$ cat src/rtl/ddr3_pwrup_pkg.sv
package ddr3_pwrup_pkg;

  // Order of the encodings matters: enables are derived by comparison.
  typedef enum logic [3:0] {
    ST_HOLD = 4'd0,
    ST_ENW  = 4'd1,
    ST_CLK  = 4'd2,
    ST_MRS  = 4'd3,
    ST_ZQ   = 4'd4,
    ST_WL   = 4'd5,
    ST_RA   = 4'd6,
    ST_DONE = 4'd7,
    ST_FAIL = 4'd8
  } pw_state_e;

  localparam int NUM_PHASES = 2;

  // Mode-register write order: 2, 3, 1, 0
  function automatic logic [1:0] mr_code(input logic [1:0] idx);
    case (idx)
      2'd0:    mr_code = 2'd2;
      2'd1:    mr_code = 2'd3;
      2'd2:    mr_code = 2'd1;
      default: mr_code = 2'd0;
    endcase
  endfunction

endpackage

$ cat src/rtl/pwrup_tick.sv
module pwrup_tick #(
  parameter int W = 16
) (
  input  logic         clk,
  input  logic         rst,
  input  logic         clr,
  output logic [W-1:0] cnt
);

  always_ff @(posedge clk) begin
    if (rst || clr)
      cnt <= '0;
    else if (cnt != {W{1'b1}})
      cnt <= cnt + 1'b1;
  end

endmodule

$ cat src/rtl/pwrup_phase_eval.sv
module pwrup_phase_eval #(
  parameter int W   = 16,
  parameter int TMO = 4096
) (
  input  logic         active,
  input  logic         done,
  input  logic         err,
  input  logic [W-1:0] cnt,
  output logic         fin,
  output logic         err_hit,
  output logic         tmo
);

  localparam logic [W-1:0] TMO_V = W'(TMO);

  // An answer on the last allowed edge still beats the timeout.
  always_comb begin
    fin     = active && (done || err);
    err_hit = active && err;
    tmo     = active && !(done || err) && (cnt == TMO_V);
  end

endmodule

$ cat src/rtl/ddr3_pwrup_seq.sv
module ddr3_pwrup_seq
  import ddr3_pwrup_pkg::*;
#(
  parameter int CLK_MHZ     = 50,
  parameter int SIM_DIV     = 1,
  parameter int RST_HOLD_US = 200,
  parameter int EN_WAIT_US  = 500,
  parameter int STAB_CYC    = 16,
  parameter int MR_GAP      = 4,
  parameter int ZQ_CYC      = 512,
  parameter int CAL_TMO     = 4096
) (
  input  logic       clk,
  input  logic       cpu_rst,
  input  logic       ctrl_start,
  input  logic       wl_done,
  input  logic       wl_err,
  input  logic       ra_done,
  input  logic       ra_err,
  output logic       mem_rst_n,
  output logic       cke,
  output logic       ck_en,
  output logic       ctrl_en,
  output logic       mrs_req,
  output logic [1:0] mrs_sel,
  output logic       zq_req,
  output logic       wl_start,
  output logic       ra_start,
  output logic       init_busy,
  output logic       init_done,
  output logic       cal_err
);

  localparam int HOLD_RAW = RST_HOLD_US * CLK_MHZ / SIM_DIV;
  localparam int EN_RAW   = EN_WAIT_US * CLK_MHZ / SIM_DIV;
  localparam int HOLD_CYC = (HOLD_RAW < 2) ? 2 : HOLD_RAW;
  localparam int EN_CYC   = (EN_RAW < 1) ? 1 : EN_RAW;
  localparam int STAB     = (STAB_CYC < 1) ? 1 : STAB_CYC;
  localparam int GAP      = (MR_GAP < 2) ? 2 : MR_GAP;
  localparam int ZQ       = (ZQ_CYC < 2) ? 2 : ZQ_CYC;
  localparam int TMO      = (CAL_TMO < 2) ? 2 : CAL_TMO;
  localparam int M1       = (HOLD_CYC > EN_CYC) ? HOLD_CYC : EN_CYC;
  localparam int M2       = (ZQ > TMO) ? ZQ : TMO;
  localparam int M3       = (M1 > M2) ? M1 : M2;
  localparam int MAXC     = (M3 > STAB) ? ((M3 > GAP) ? M3 : GAP) : STAB;
  localparam int CW       = $clog2(MAXC + 2) + 1;

  localparam logic [CW-1:0] HOLD_LAST = CW'(HOLD_CYC - 1);
  localparam logic [CW-1:0] EN_LAST   = CW'(EN_CYC - 1);
  localparam logic [CW-1:0] STAB_LAST = CW'(STAB - 1);
  localparam logic [CW-1:0] GAP_LAST  = CW'(GAP - 1);
  localparam logic [CW-1:0] ZQ_LAST   = CW'(ZQ - 1);

  pw_state_e       st, st_nx;
  logic [CW-1:0]   cnt;
  logic            cnt_clr;
  logic [1:0]      mr_idx;

  logic [NUM_PHASES-1:0] ph_act, ph_done, ph_err, ph_fin, ph_errhit, ph_tmo;

  assign ph_act  = {st == ST_RA, st == ST_WL};
  assign ph_done = {ra_done, wl_done};
  assign ph_err  = {ra_err, wl_err};

  pwrup_tick #(.W(CW)) u_tick (
    .clk (clk),
    .rst (cpu_rst),
    .clr (cnt_clr),
    .cnt (cnt)
  );

  for (genvar g = 0; g < NUM_PHASES; g++) begin : g_phase
    pwrup_phase_eval #(.W(CW), .TMO(TMO)) u_eval (
      .active  (ph_act[g]),
      .done    (ph_done[g]),
      .err     (ph_err[g]),
      .cnt     (cnt),
      .fin     (ph_fin[g]),
      .err_hit (ph_errhit[g]),
      .tmo     (ph_tmo[g])
    );
  end

  always_comb begin
    st_nx   = st;
    cnt_clr = 1'b0;
    case (st)
      ST_HOLD: if (cnt == HOLD_LAST) begin st_nx = ST_ENW; cnt_clr = 1'b1; end
      ST_ENW:  if (cnt >= EN_LAST && ctrl_start) begin st_nx = ST_CLK; cnt_clr = 1'b1; end
      ST_CLK:  if (cnt == STAB_LAST) begin st_nx = ST_MRS; cnt_clr = 1'b1; end
      ST_MRS:  if (cnt == GAP_LAST) begin
                 cnt_clr = 1'b1;
                 if (mr_idx == 2'd3) st_nx = ST_ZQ;
               end
      ST_ZQ:   if (cnt == ZQ_LAST) begin st_nx = ST_WL; cnt_clr = 1'b1; end
      ST_WL:   if (ph_fin[0]) begin st_nx = ST_RA; cnt_clr = 1'b1; end
               else if (ph_tmo[0]) st_nx = ST_FAIL;
      ST_RA:   if (ph_fin[1]) st_nx = ST_DONE;
               else if (ph_tmo[1]) st_nx = ST_FAIL;
      default: st_nx = st;
    endcase
  end

  always_ff @(posedge clk) begin
    if (cpu_rst) begin
      st        <= ST_HOLD;
      mr_idx    <= 2'd0;
      mem_rst_n <= 1'b0;
      cke       <= 1'b0;
      ck_en     <= 1'b0;
      ctrl_en   <= 1'b0;
      mrs_req   <= 1'b0;
      mrs_sel   <= 2'd0;
      zq_req    <= 1'b0;
      wl_start  <= 1'b0;
      ra_start  <= 1'b0;
      init_busy <= 1'b1;
      init_done <= 1'b0;
      cal_err   <= 1'b0;
    end else begin
      st        <= st_nx;
      if (st == ST_MRS && cnt == GAP_LAST)
        mr_idx <= mr_idx + 2'd1;
      mem_rst_n <= (st_nx != ST_HOLD);
      ctrl_en   <= (st_nx >= ST_CLK);
      ck_en     <= (st_nx >= ST_CLK);
      cke       <= (st_nx >= ST_MRS);
      mrs_req   <= (st == ST_MRS) && (cnt == '0);
      mrs_sel   <= mr_code(mr_idx);
      zq_req    <= (st == ST_ZQ) && (cnt == '0);
      wl_start  <= (st == ST_WL) && (cnt == '0);
      ra_start  <= (st == ST_RA) && (cnt == '0);
      init_busy <= (st_nx != ST_DONE);
      init_done <= (st_nx == ST_DONE);
      cal_err   <= cal_err || (|ph_errhit) || (|ph_tmo);
    end
  end

endmodule

$ cat config.mk
export PLATFORM = sky130hd
export DESIGN_NAME = ddr3_pwrup_seq
export DESIGN_NICKNAME = d
export VERILOG_FILES = /design/src/rtl/ddr3_pwrup_pkg.sv /design/src/rtl/pwrup_tick.sv /design/src/rtl/pwrup_phase_eval.sv /design/src/rtl/ddr3_pwrup_seq.sv
export SDC_FILE = /design/constraint.sdc
export NUM_CORES = 1
export LEC_CHECK = 0
export BUFFER_PORTS_ARGS = -buffer_cell sky130_fd_sc_hd__buf_2
export CAP_MARGIN = 20
export CORE_ASPECT_RATIO = 1.2
export CORE_MARGIN = 2
export CORE_UTILIZATION = 45
export DETAILED_ROUTE_END_ITERATION = 10
export GPL_ROUTABILITY_DRIVEN = 0
export PLACE_DENSITY = 0.66
export SLEW_MARGIN = 5
export SYNTH_ARGS = -nofsm -noshare
export SYNTH_HDL_FRONTEND = slang
export SYNTH_SLANG_ARGS = --single-unit
$ cat constraint.sdc
create_clock -name clk -period 2 [get_ports clk]
set_input_delay 0.6 -clock clk [delete_from_list [all_inputs] [get_ports clk]]
set_output_delay 0.6 -clock clk [all_outputs]
set_load 0.005 [all_outputs]
==> impl_metrics.yaml, run 1 <==
run_status:
  outcome: "finished with violations"
  violations: "negative setup slack"
timing:
  max_slew.worst_pin.slew_ns: 0.390
  post-route-period-util: 1.04
  fin_skew_ns: 0.00625
  finalHoldViolCount: 0
  finalWorstSetupSlack_ns: -0.0814
  drv_slew: 0
  rsz0062_at_grt: "true"
  fmax_ghz: 0.480
  whs_ns: 0.502
  finalCriticalPeriod_ns: 2.08
  relSlewSlack: 0.733
  finalSetupTns_ns: -0.0886
  finalSetupViolCount: 2
grt:
  grt_pass1_wl_mm: 6.92
  grt_pass1_vias: 1534
  gr-total-overflow: 0
  antenna_found_initial: 0
  grt_usage: 0.204
  grt_max_degree: 14
routing:
  drtAntennaViolNets: 0
  routed_wirelength_mm: 4.55
  dr_wl_met2_mm: 2.45
  wl_per_cell_um: 14.3
  drt_iter0_markers: 52
  highest_layer: "met4"
  viasPerCell: 5.42
  wl_met3_um: 102
  wl_met1_mm: 1.93
  first_pass_iters: 4
  drc_errors: 0
  vias: 1730
clock_network:
  clk_pin_slew_ns: 0.07
  ctsHoldBuffers: 0
  cts_buffers: 5
  cts-root-buf: "clkbuf_8"
  htree_levels: 2
  clk_latency_ns: 0.28
  cts_buffer_depth: 2
  cts_tree: "yes"
  clock_sinks: 34
synthesis:
  synthArstFlopShare: 0
  yosysSeqAreaShare: 0.374
  syn_inst: 212
  yosysUniqueCellTypes: 51
  synth_ff_type: "dfxtp_1"
  yosys_warnings: 0
  ys_top_cells_by_area: "dfxtp_1 37%, nor2_1 6.4%, xor2_1 4.3%"
  synth_top_area_frac: 0.374
  synth_nets: 224
  avgSynthCellArea_um2: 8.58
  synth_seq_cells: 34
  synth_edf_count: 0
  synth_top_area_cell: "dfxtp_1"
  synth_area_um2: 1820
power_and_ir_drop:
  ir_drop_v: 0.000360
  finalPower_mw: 1.29
  pwr_density_cell_nw_per_um2: 505
  cellLeakagePower_nw: 1.11
die:
  pin_count: 20
  die_x_um: 62.0
  dieArea_um2: 4570
  core_um2: 3910
  rows: 25
  initial_core_util: 0.465
  die_height_um: 73.6
placement:
  dp_cells: 305
  pre_cts_ws_ns: -0.176
  port_buffers: 19
  dpl.hpwl_mm: 3.10
worst_setup_path:
  path_class: "register to register"
  worst_ep_required_time_ns: 2.16
  path_max_fanout: 3
  endpoint_kind: "register"
  crit_path_start_kind: "register"
  crit_arrival_ns: 2.24
finish:
  fillCellCount: 344
  layout-drive-gt1-share: 0.453
  layout.nets: 276
  num_antenna_cells: 0
  syn2layout_area_growth_pct: 40.5
  layout.cells.non_filler: 319
job:
  drv_cap: 0
min_path:
  worstHoldPathType: "register to register"
cell families (layout without fill, tap and decap cells):
family / count (synthesis) / after routing / share of synthesized area
simple gates: 108 / 108 / 0.335
flops: 34 / 34 / 0.374
compound gates: 26 / 26 / 0.105
buf+inv: 23 / 76 / 0.0709
xor+xnor: 12 / 12 / 0.0578
fa+ha+maj: 5 / 5 / 0.0344
mux: 4 / 4 / 0.0227
repair_timing:
item	CTS	global route
resized for setup	11	49
setup buffers	2	3
endpoints found under the setup margin	19	20
pin swaps	2	22
gates cloned	1	0
area by class of cell:
cell class / instances / area (µm²) / area share
clock buffers: 7 / 86.3 / 0.0338
clock inverters: 1 / 5.00 / 0.00196
inverters: 8 / 30.0 / 0.0118
multi-input cells: 155 / 1230 / 0.484
flip-flops and latches: 34 / 698 / 0.273
well taps: 54 / 67.6 / 0.0265
repair buffers: 60 / 432 / 0.169
synth_stat cells (2+ instances only):
| cell type | n |
|---|---|
| nand3_1 | 11 |
| nand4_1 | 6 |
| a21oi_1 | 4 |
| ha_1 | 5 |
| and4_1 | 2 |
| buf_4 | 3 |
| nor4_1 | 7 |
| and3_1 | 8 |
| xnor2_1 | 3 |
| nor2_1 | 31 |
| a2111oi_0 | 2 |
| and3b_1 | 2 |
| or3_1 | 3 |
| inv_1 | 8 |
| nand2b_1 | 4 |
| nand2_1 | 10 |
| a211oi_1 | 2 |
| xor2_1 | 9 |
| buf_2 | 2 |
| mux2i_1 | 3 |
| o21ai_0 | 5 |
| a21o_1 | 2 |
| nor2b_1 | 6 |
| a2bb2oi_1 | 2 |
| dfxtp_1 | 34 |
| nor3_1 | 6 |
| clkbuf_1 | 6 |
| clkbuf_8 | 2 |
| o22ai_1 | 2 |
flip-flops by register name, summed over array words and instances, names as in the netlist, 2 cells and up:
| signal | cells |
|---|---|
| mr_idx | 2 |
| st | 4 |
| mrs_sel | 2 |
| u_tick.cnt | 16 |
layout by cell type (no fill, tap or decap), drive strengths merged, types with 7 or more instances in the layout:
cell,n
nand2,11
xor2,9
nor2,31
clkbuf,7
buf,60
nor4,9
inv,8
nand3,11
dfxtp,34
and3,9
stage by stage:
| stage | area, µm² | util |
|---|---|---|
| 6_report | 2550 | 0.653 |
| 3_5_place_dp | 2210 | 0.564 |
| 2_1_floorplan | 1880 | - |
| 3_3_place_gp | 2210 | 0.564 |
| 5_1_grt | 2550 | 0.653 |
| 4_1_cts | 2350 | 0.602 |
final timing paths:
| kind | startpoint | slack (ns) | depth (start not counted) | endpoint |
|---|---|---|---|---|
| max | u_tick.cnt[11] | -0.08 | 6 | init_busy |
| min | cal_err | 0.50 | 2 | cal_err |
| max reg2reg | u_tick.cnt[11] | -0.08 | 6 | init_busy |
| min reg2reg | cal_err | 0.50 | 2 | cal_err |
metal layers:
metal  GRT usage  up-vias
met1       0.253      852
li1            -      848
met2       0.343       24
met3      0.0423        6
met5           0        -
met4      0.0686        0
power by group:
group | switching (mW) | internal (mW)
combinational | 0.0463 | 0.0398
sequential | 0.00806 | 0.683
clock | 0.235 | 0.277
worst max-delay path: stages, from the launching register on:
cell and delay (ns):
dfxtp_2 0.34, nor4_4 0.37, nand2_2 0.11, o41ai_4 0.33
a211oi_2 0.14, a211o_1 0.30, or3_1 0.36
No activity file was read; power rests on OpenSTA's default activity.
==> run 2, diff against run 1 <==
--- a/config.mk
+++ b/config.mk
@@ -7,12 +7,14 @@
 export LEC_CHECK = 0
 export BUFFER_PORTS_ARGS = -buffer_cell sky130_fd_sc_hd__buf_2
 export CAP_MARGIN = 20
+export CELL_PAD_IN_SITES_DETAIL_PLACEMENT = 0
+export CELL_PAD_IN_SITES_GLOBAL_PLACEMENT = 2
 export CORE_ASPECT_RATIO = 1.2
 export CORE_MARGIN = 2
-export CORE_UTILIZATION = 45
+export CORE_UTILIZATION = 31
 export DETAILED_ROUTE_END_ITERATION = 10
 export GPL_ROUTABILITY_DRIVEN = 0
-export PLACE_DENSITY = 0.66
+export PLACE_DENSITY_LB_ADDON = 0.1
 export SLEW_MARGIN = 5
 export SYNTH_ARGS = -nofsm -noshare
 export SYNTH_HDL_FRONTEND = slang
==> impl_metrics.yaml, run 2 (synthesized netlist as in run 1, its figures left out) <==
power_and_ir_drop:
  intPower_mw: 1.09
  netSwitchingFraction: 0.224
  pwr-share-comb: 0.058
  cellLeakagePower_nw: 1.09
  ir_drop_v: 0.000287
  finalPower_mw: 1.40
  p_clk_frac: 0.450
  pwr_density_cell_nw_per_um2: 561
  seq_power_share: 0.492
  p_sw_mw: 0.315
die:
  initial_core_util: 0.321
  rows: 30
  die_x_um: 73.9
  core_um2: 5670
  die_height_um: 87.9
  pin_count: 20
  dieArea_um2: 6500
finish:
  top_register: "u_tick.cnt"
  layout-drive-gt1-share: 0.412
  reg_top3: "u_tick.cnt: 16 flops, st: 4 flops"
  num_antenna_cells: 0
  layout.nets: 273
  layout_common_cells: "35 x buf_4, 24 x nor2_1, 24 x dfxtp_1"
  final_area_um2: 2500
  layout_commonest_cell: "buf_4"
  largest_reg_flops: 16
  syn2layout_area_growth_pct: 37.8
worst_setup_path:
  crit_path_start_kind: "register"
  path_max_fanout: 8
  endpoint_kind: "register"
  path_class: "register to register"
  worst_ep_required_time_ns: 2.22
  crit_arrival_ns: 2.26
timing:
  finalWorstSetupSlack_ns: -0.0315
  finalHoldViolCount: 0
  fin_skew_ns: 0.00621
  fmax_ghz: 0.492
  rsz0062_at_grt: "true"
  max_slew.worst_pin.slew_ns: 0.355
  finalCriticalPeriod_ns: 2.03
  post-route-period-util: 1.02
  relSlewSlack: 0.757
  drv_slew: 0
  finalSetupViolCount: 15
  whs_ns: 0.483
placement:
  port_buffers: 19
  dpl.hpwl_mm: 3.53
  place_area_um2: 2230
grt:
  grt_max_degree: 15
  grt_pass1_vias: 1677
  grt_usage: 0.161
  grt_pass1_wl_mm: 7.99
  antenna_found_initial: 0
  gr-total-overflow: 0
routing:
  vias: 1676
  first_pass_iters: 4
  routed_wirelength_mm: 4.77
  viasPerCell: 4.90
  wl_per_cell_um: 14.0
  drt_iter0_markers: 60
  drtAntennaViolNets: 0
  drc_errors: 0
job:
  drv_cap: 0
clock_network:
  cts_buffer_depth: 2
  clk_latency_ns: 0.29
  clock_sinks: 34
  cts_buffers: 5
  cts_tree: "yes"
  cts-root-buf: "clkbuf_8"
  htree_levels: 2
  clk_pin_slew_ns: 0.08
run_status:
  outcome: "finished with violations"
  violations: "negative setup slack"
min_path:
  worstHoldPathType: "register to register"
-- run 2: final timing paths --
kind,cells past startpoint,slack [ns],end,startpoint
max,9,-0.03,u_tick.cnt[6],u_tick.cnt[9]
min,2,0.48,cal_err,cal_err
max reg2reg,9,-0.03,u_tick.cnt[6],u_tick.cnt[9]
min reg2reg,2,0.48,cal_err,cal_err
-- run 2: timing repair --
item,in CTS,in global routing
buffers inserted,2,1
hold buffers,0,0
endpoints found under the setup margin,22,22
gates cloned,1,0
resized for setup,22,20
pin swaps,6,7
-- run 2: layout make-up --
class                      instances  area (µm²)
tap                               80         100
clock buffer                       5        68.8
clock inverter                     3        40.0
fill                             587        3160
multi-input combinational        155        1170
inverter                           8        30.0
sequential                        34         693
timing repair buffer              57         404
-- run 2: power by group through the flow --
stage	clock [mW]	sequential, mW	combinational [mW]
floorplan	0	0.703	0.0378
global placement	0	0.705	0.0651
detailed placement	0	0.705	0.0678
CTS	0.653	0.690	0.0776
global route	0.680	0.691	0.0885
finish	0.632	0.690	0.0819
-- run 2: routing by layer --
metal	routed length [µm]	vias up	global-route usage
li1	-	850	-
met1	2030	789	0.188
met2	2460	29	0.278
met3	167	8	0.0357
met4	108	0	0.0694
met5	0	-	0
-- run 2: per-stage QoR --
step / utilization / TNS [ns] / setup slack (ns) / cells
final: 0.442 / -0.220 / -0.0315 / 342
after global placement: 0.394 / -1.28 / -0.138 / 330
after global routing: 0.442 / -2.04 / -0.141 / 342
after floorplan: - / 0 / 0.00147 / 212
after detailed placement: 0.394 / -1.75 / -0.181 / 330
after CTS: 0.430 / -0.0808 / -0.0312 / 341
-- run 2: worst max-delay path: stages (launching register included) --
cell	delay [ns]
dfxtp_2	0.41
nor4_4	0.05
buf_4	0.15
buf_4	0.14
nand4b_1	0.09
a21oi_1	0.08
a41o_2	0.25
or4b_4	0.53
buf_12	0.18
nor2_1	0.09
==> run 3, diff against run 2 <==
--- a/config.mk
+++ b/config.mk
@@ -5,13 +5,14 @@
 export SDC_FILE = /design/constraint.sdc
 export NUM_CORES = 1
 export LEC_CHECK = 0
+export ABC_AREA = 1
 export BUFFER_PORTS_ARGS = -buffer_cell sky130_fd_sc_hd__buf_2
 export CAP_MARGIN = 20
 export CELL_PAD_IN_SITES_DETAIL_PLACEMENT = 0
 export CELL_PAD_IN_SITES_GLOBAL_PLACEMENT = 2
 export CORE_ASPECT_RATIO = 1.2
 export CORE_MARGIN = 2
-export CORE_UTILIZATION = 31
+export CORE_UTILIZATION = 29
 export DETAILED_ROUTE_END_ITERATION = 10
 export GPL_ROUTABILITY_DRIVEN = 0
 export PLACE_DENSITY_LB_ADDON = 0.1
==> impl_metrics.yaml, run 3 <==
run_status:
  outcome: "finished clean"
finish:
  syn2layout_area_growth_pct: 18.8
  register_area_um2: 683
  layout_common_cells: "76 x nand2_1, 52 x nor2_1, 40 x inv_1"
  largest_reg_flops: 16
  layout-drive-gt1-share: 0.194
  reg_top3: "u_tick.cnt: 16 flops, st: 4 flops"
  layout.nets: 336
  top_register: "u_tick.cnt"
  fillCellCount: 727
  multi_input_area_um2: 1070
  num_antenna_cells: 0
  layout_commonest_cell: "nand2_1"
grt:
  gr-total-overflow: 0
  grt_usage: 0.151
  antenna_found_initial: 0
  grt_pass1_vias: 1789
  grt_max_degree: 17
  grt_pass1_wl_mm: 8.54
worst_setup_path:
  worst_ep_required_time_ns: 2.18
  cp-endpoint: "u_tick.cnt[11]"
  crit_path_start_kind: "register"
  path_class: "register to register"
  endpoint_kind: "register"
  timing.rr.start: "u_tick.cnt[3]"
  worstSetupStartpoint: "u_tick.cnt[3]"
  rrSetupSlack_ns: 0.25
  path_max_fanout: 7
  reg2regPathDepth: 10
  crit_arrival_ns: 1.93
  reg2reg_to: "u_tick.cnt[11]"
timing:
  relSlewSlack: 0.746
  rsz0062_at_grt: "false"
  max_slew.worst_pin.slew_ns: 0.378
  fin_skew_ns: 0.00396
  finalSetupTns_ns: 0
  finalWorstSetupSlack_ns: 0.252
  drv_slew: 0
  finalCriticalPeriod_ns: 1.75
  post-route-period-util: 0.874
  finalSetupViolCount: 0
  finalHoldViolCount: 0
  fmax_ghz: 0.572
clock_network:
  htree_levels: 2
  cts.repair.resized: 0
  cts_buffers: 5
  ctsHoldBuffers: 0
  clk_pin_slew_ns: 0.08
  cts_buffer_depth: 2
  clock_sinks: 34
  cts_tree: "yes"
  cts-root-buf: "clkbuf_8"
  cts_setup_buffers: 0
  clk_latency_ns: 0.29
die:
  core_um2: 6410
  pin_count: 20
  die_x_um: 78.3
  rows: 32
  initial_core_util: 0.300
  dieArea_um2: 7290
  die_height_um: 93.1
synthesis:
  synth_xor_area_frac: 0.0182
  synth_compound_area_frac: 0.0743
  yosysUniqueCellTypes: 28
  synth_edf_count: 0
  synthSimpleGateAreaFrac: 0.423
  synth_seq_cells: 34
  synthMuxAreaShare: 0
  synth_fa_ha_area_frac: 0.0326
  synth_top_area_cell: "dfxtp_1"
  ys_top_cells_by_count: "76 x nand2_1, 53 x nor2_1, 40 x inv_1"
  synth_top_family_by_area: "simple AND/OR/NAND/NOR gates"
  syn_inst: 293
  synth_ff_type: "dfxtp_1"
  synthArstFlopShare: 0
  yosysMostFrequentCell: "nand2_1"
  avgSynthCellArea_um2: 6.55
  synth_area_um2: 1920
  synth_top_area_frac: 0.354
  yosysSeqAreaShare: 0.354
  synth_nets: 305
  ys_top_cells_by_area: "dfxtp_1 35%, nand2_1 15%, nor2_1 10%"
  yosys_warnings: 0
power_and_ir_drop:
  p_clk_frac: 0.421
  seq_power_share: 0.534
  cellLeakagePower_nw: 1.06
  intPower_mw: 0.982
  ir_drop_v: 0.000238
  pwr-share-comb: 0.045
  p_sw_mw: 0.310
  netSwitchingFraction: 0.240
  pwr_density_cell_nw_per_um2: 566
placement:
  pre_cts_ws_ns: 0.133
  port_buffers: 19
  dpl.hpwl_mm: 4.01
routing:
  drt_iter0_markers: 75
  routed_wirelength_mm: 5.08
  vias: 1850
  drtAntennaViolNets: 0
  viasPerCell: 4.51
  drc_errors: 0
  first_pass_iters: 4
  wl_per_cell_um: 12.4
job:
  drv_cap: 0
min_path:
  worstHoldPathType: "register to register"
## run 3: cell types whose count changed after synthesis, moves of 8 or more
cell	delta
and3_1	-8
inv_1	+32
nor2_1	+22
nand3_1	+9
nand2_1	+66
## run 3: layout make-up
class / instances / area share
inverter: 43 / 0.0707
multi-input combinational: 212 / 0.470
clock inverter: 2 / 0.00548
sequential: 34 / 0.299
clock buffer: 6 / 0.0362
tap: 85 / 0.0466
timing repair buffer: 28 / 0.0713
## run 3: cell families after synthesis
logic type,count (synthesis)
AO/OA/AOI/OAI,26
XOR/XNOR,4
adder cells (fa/ha/maj),5
buffers and inverters,47
flip-flops,34
AND/OR/NAND/NOR,177
## run 3: power by group through the flow
stage               Clock (mW)  Combinational (mW)  Sequential [mW]
CTS                      0.569              0.0578            0.687
floorplan                    0              0.0357            0.703
finish                   0.544              0.0586            0.690
global route             0.594              0.0666            0.690
detailed placement           0              0.0576            0.703
global placement             0              0.0581            0.703
## run 3: layer usage
metal	vias up	global-route usage	wire length, µm
li1	973	-	-
met1	839	0.171	2190
met2	36	0.285	2710
met3	2	0.0290	149
met4	0	0.0439	30
met5	-	0	0
## run 3: worst min-delay path by stage
| stage | start | end | slack [ns] | cells after the start |
|---|---|---|---|---|
| finish | cal_err | cal_err | 0.48 | 2 |
| global route | cal_err | cal_err | 0.52 | 2 |
| CTS | u_tick.cnt[0] | u_tick.cnt[0] | 0.49 | 2 |
| detailed placement | cal_err | cal_err | 0.47 | 2 |
| global placement | cal_err | cal_err | 0.46 | 2 |
| floorplan | st[2] | st[2] | 0.46 | 2 |
## run 3: stage by stage
stage	hold slack (ns)	power (mW)	utilization	area (µm²)	cells
2_1_floorplan	0.459	0.738	-	1920	293
3_3_place_gp	0.463	0.761	0.338	2160	402
3_5_place_dp	0.474	0.761	0.338	2160	402
4_1_cts	0.494	1.31	0.353	2260	410
5_1_grt	0.515	1.35	0.356	2280	410
6_report	0.483	1.29	0.356	2280	410
## run 3: critical path, cell delays in order, from the launching register on
cell and delay (ns):
dfxtp_1 0.51, nand3_4 0.15, nor2_4 0.14, nand2_4 0.09, nor2_4 0.13, nand3_2 0.11
nor2_4 0.11, nand2_2 0.12, nand2_2 0.09, xor2_1 0.14, nor2_1 0.05
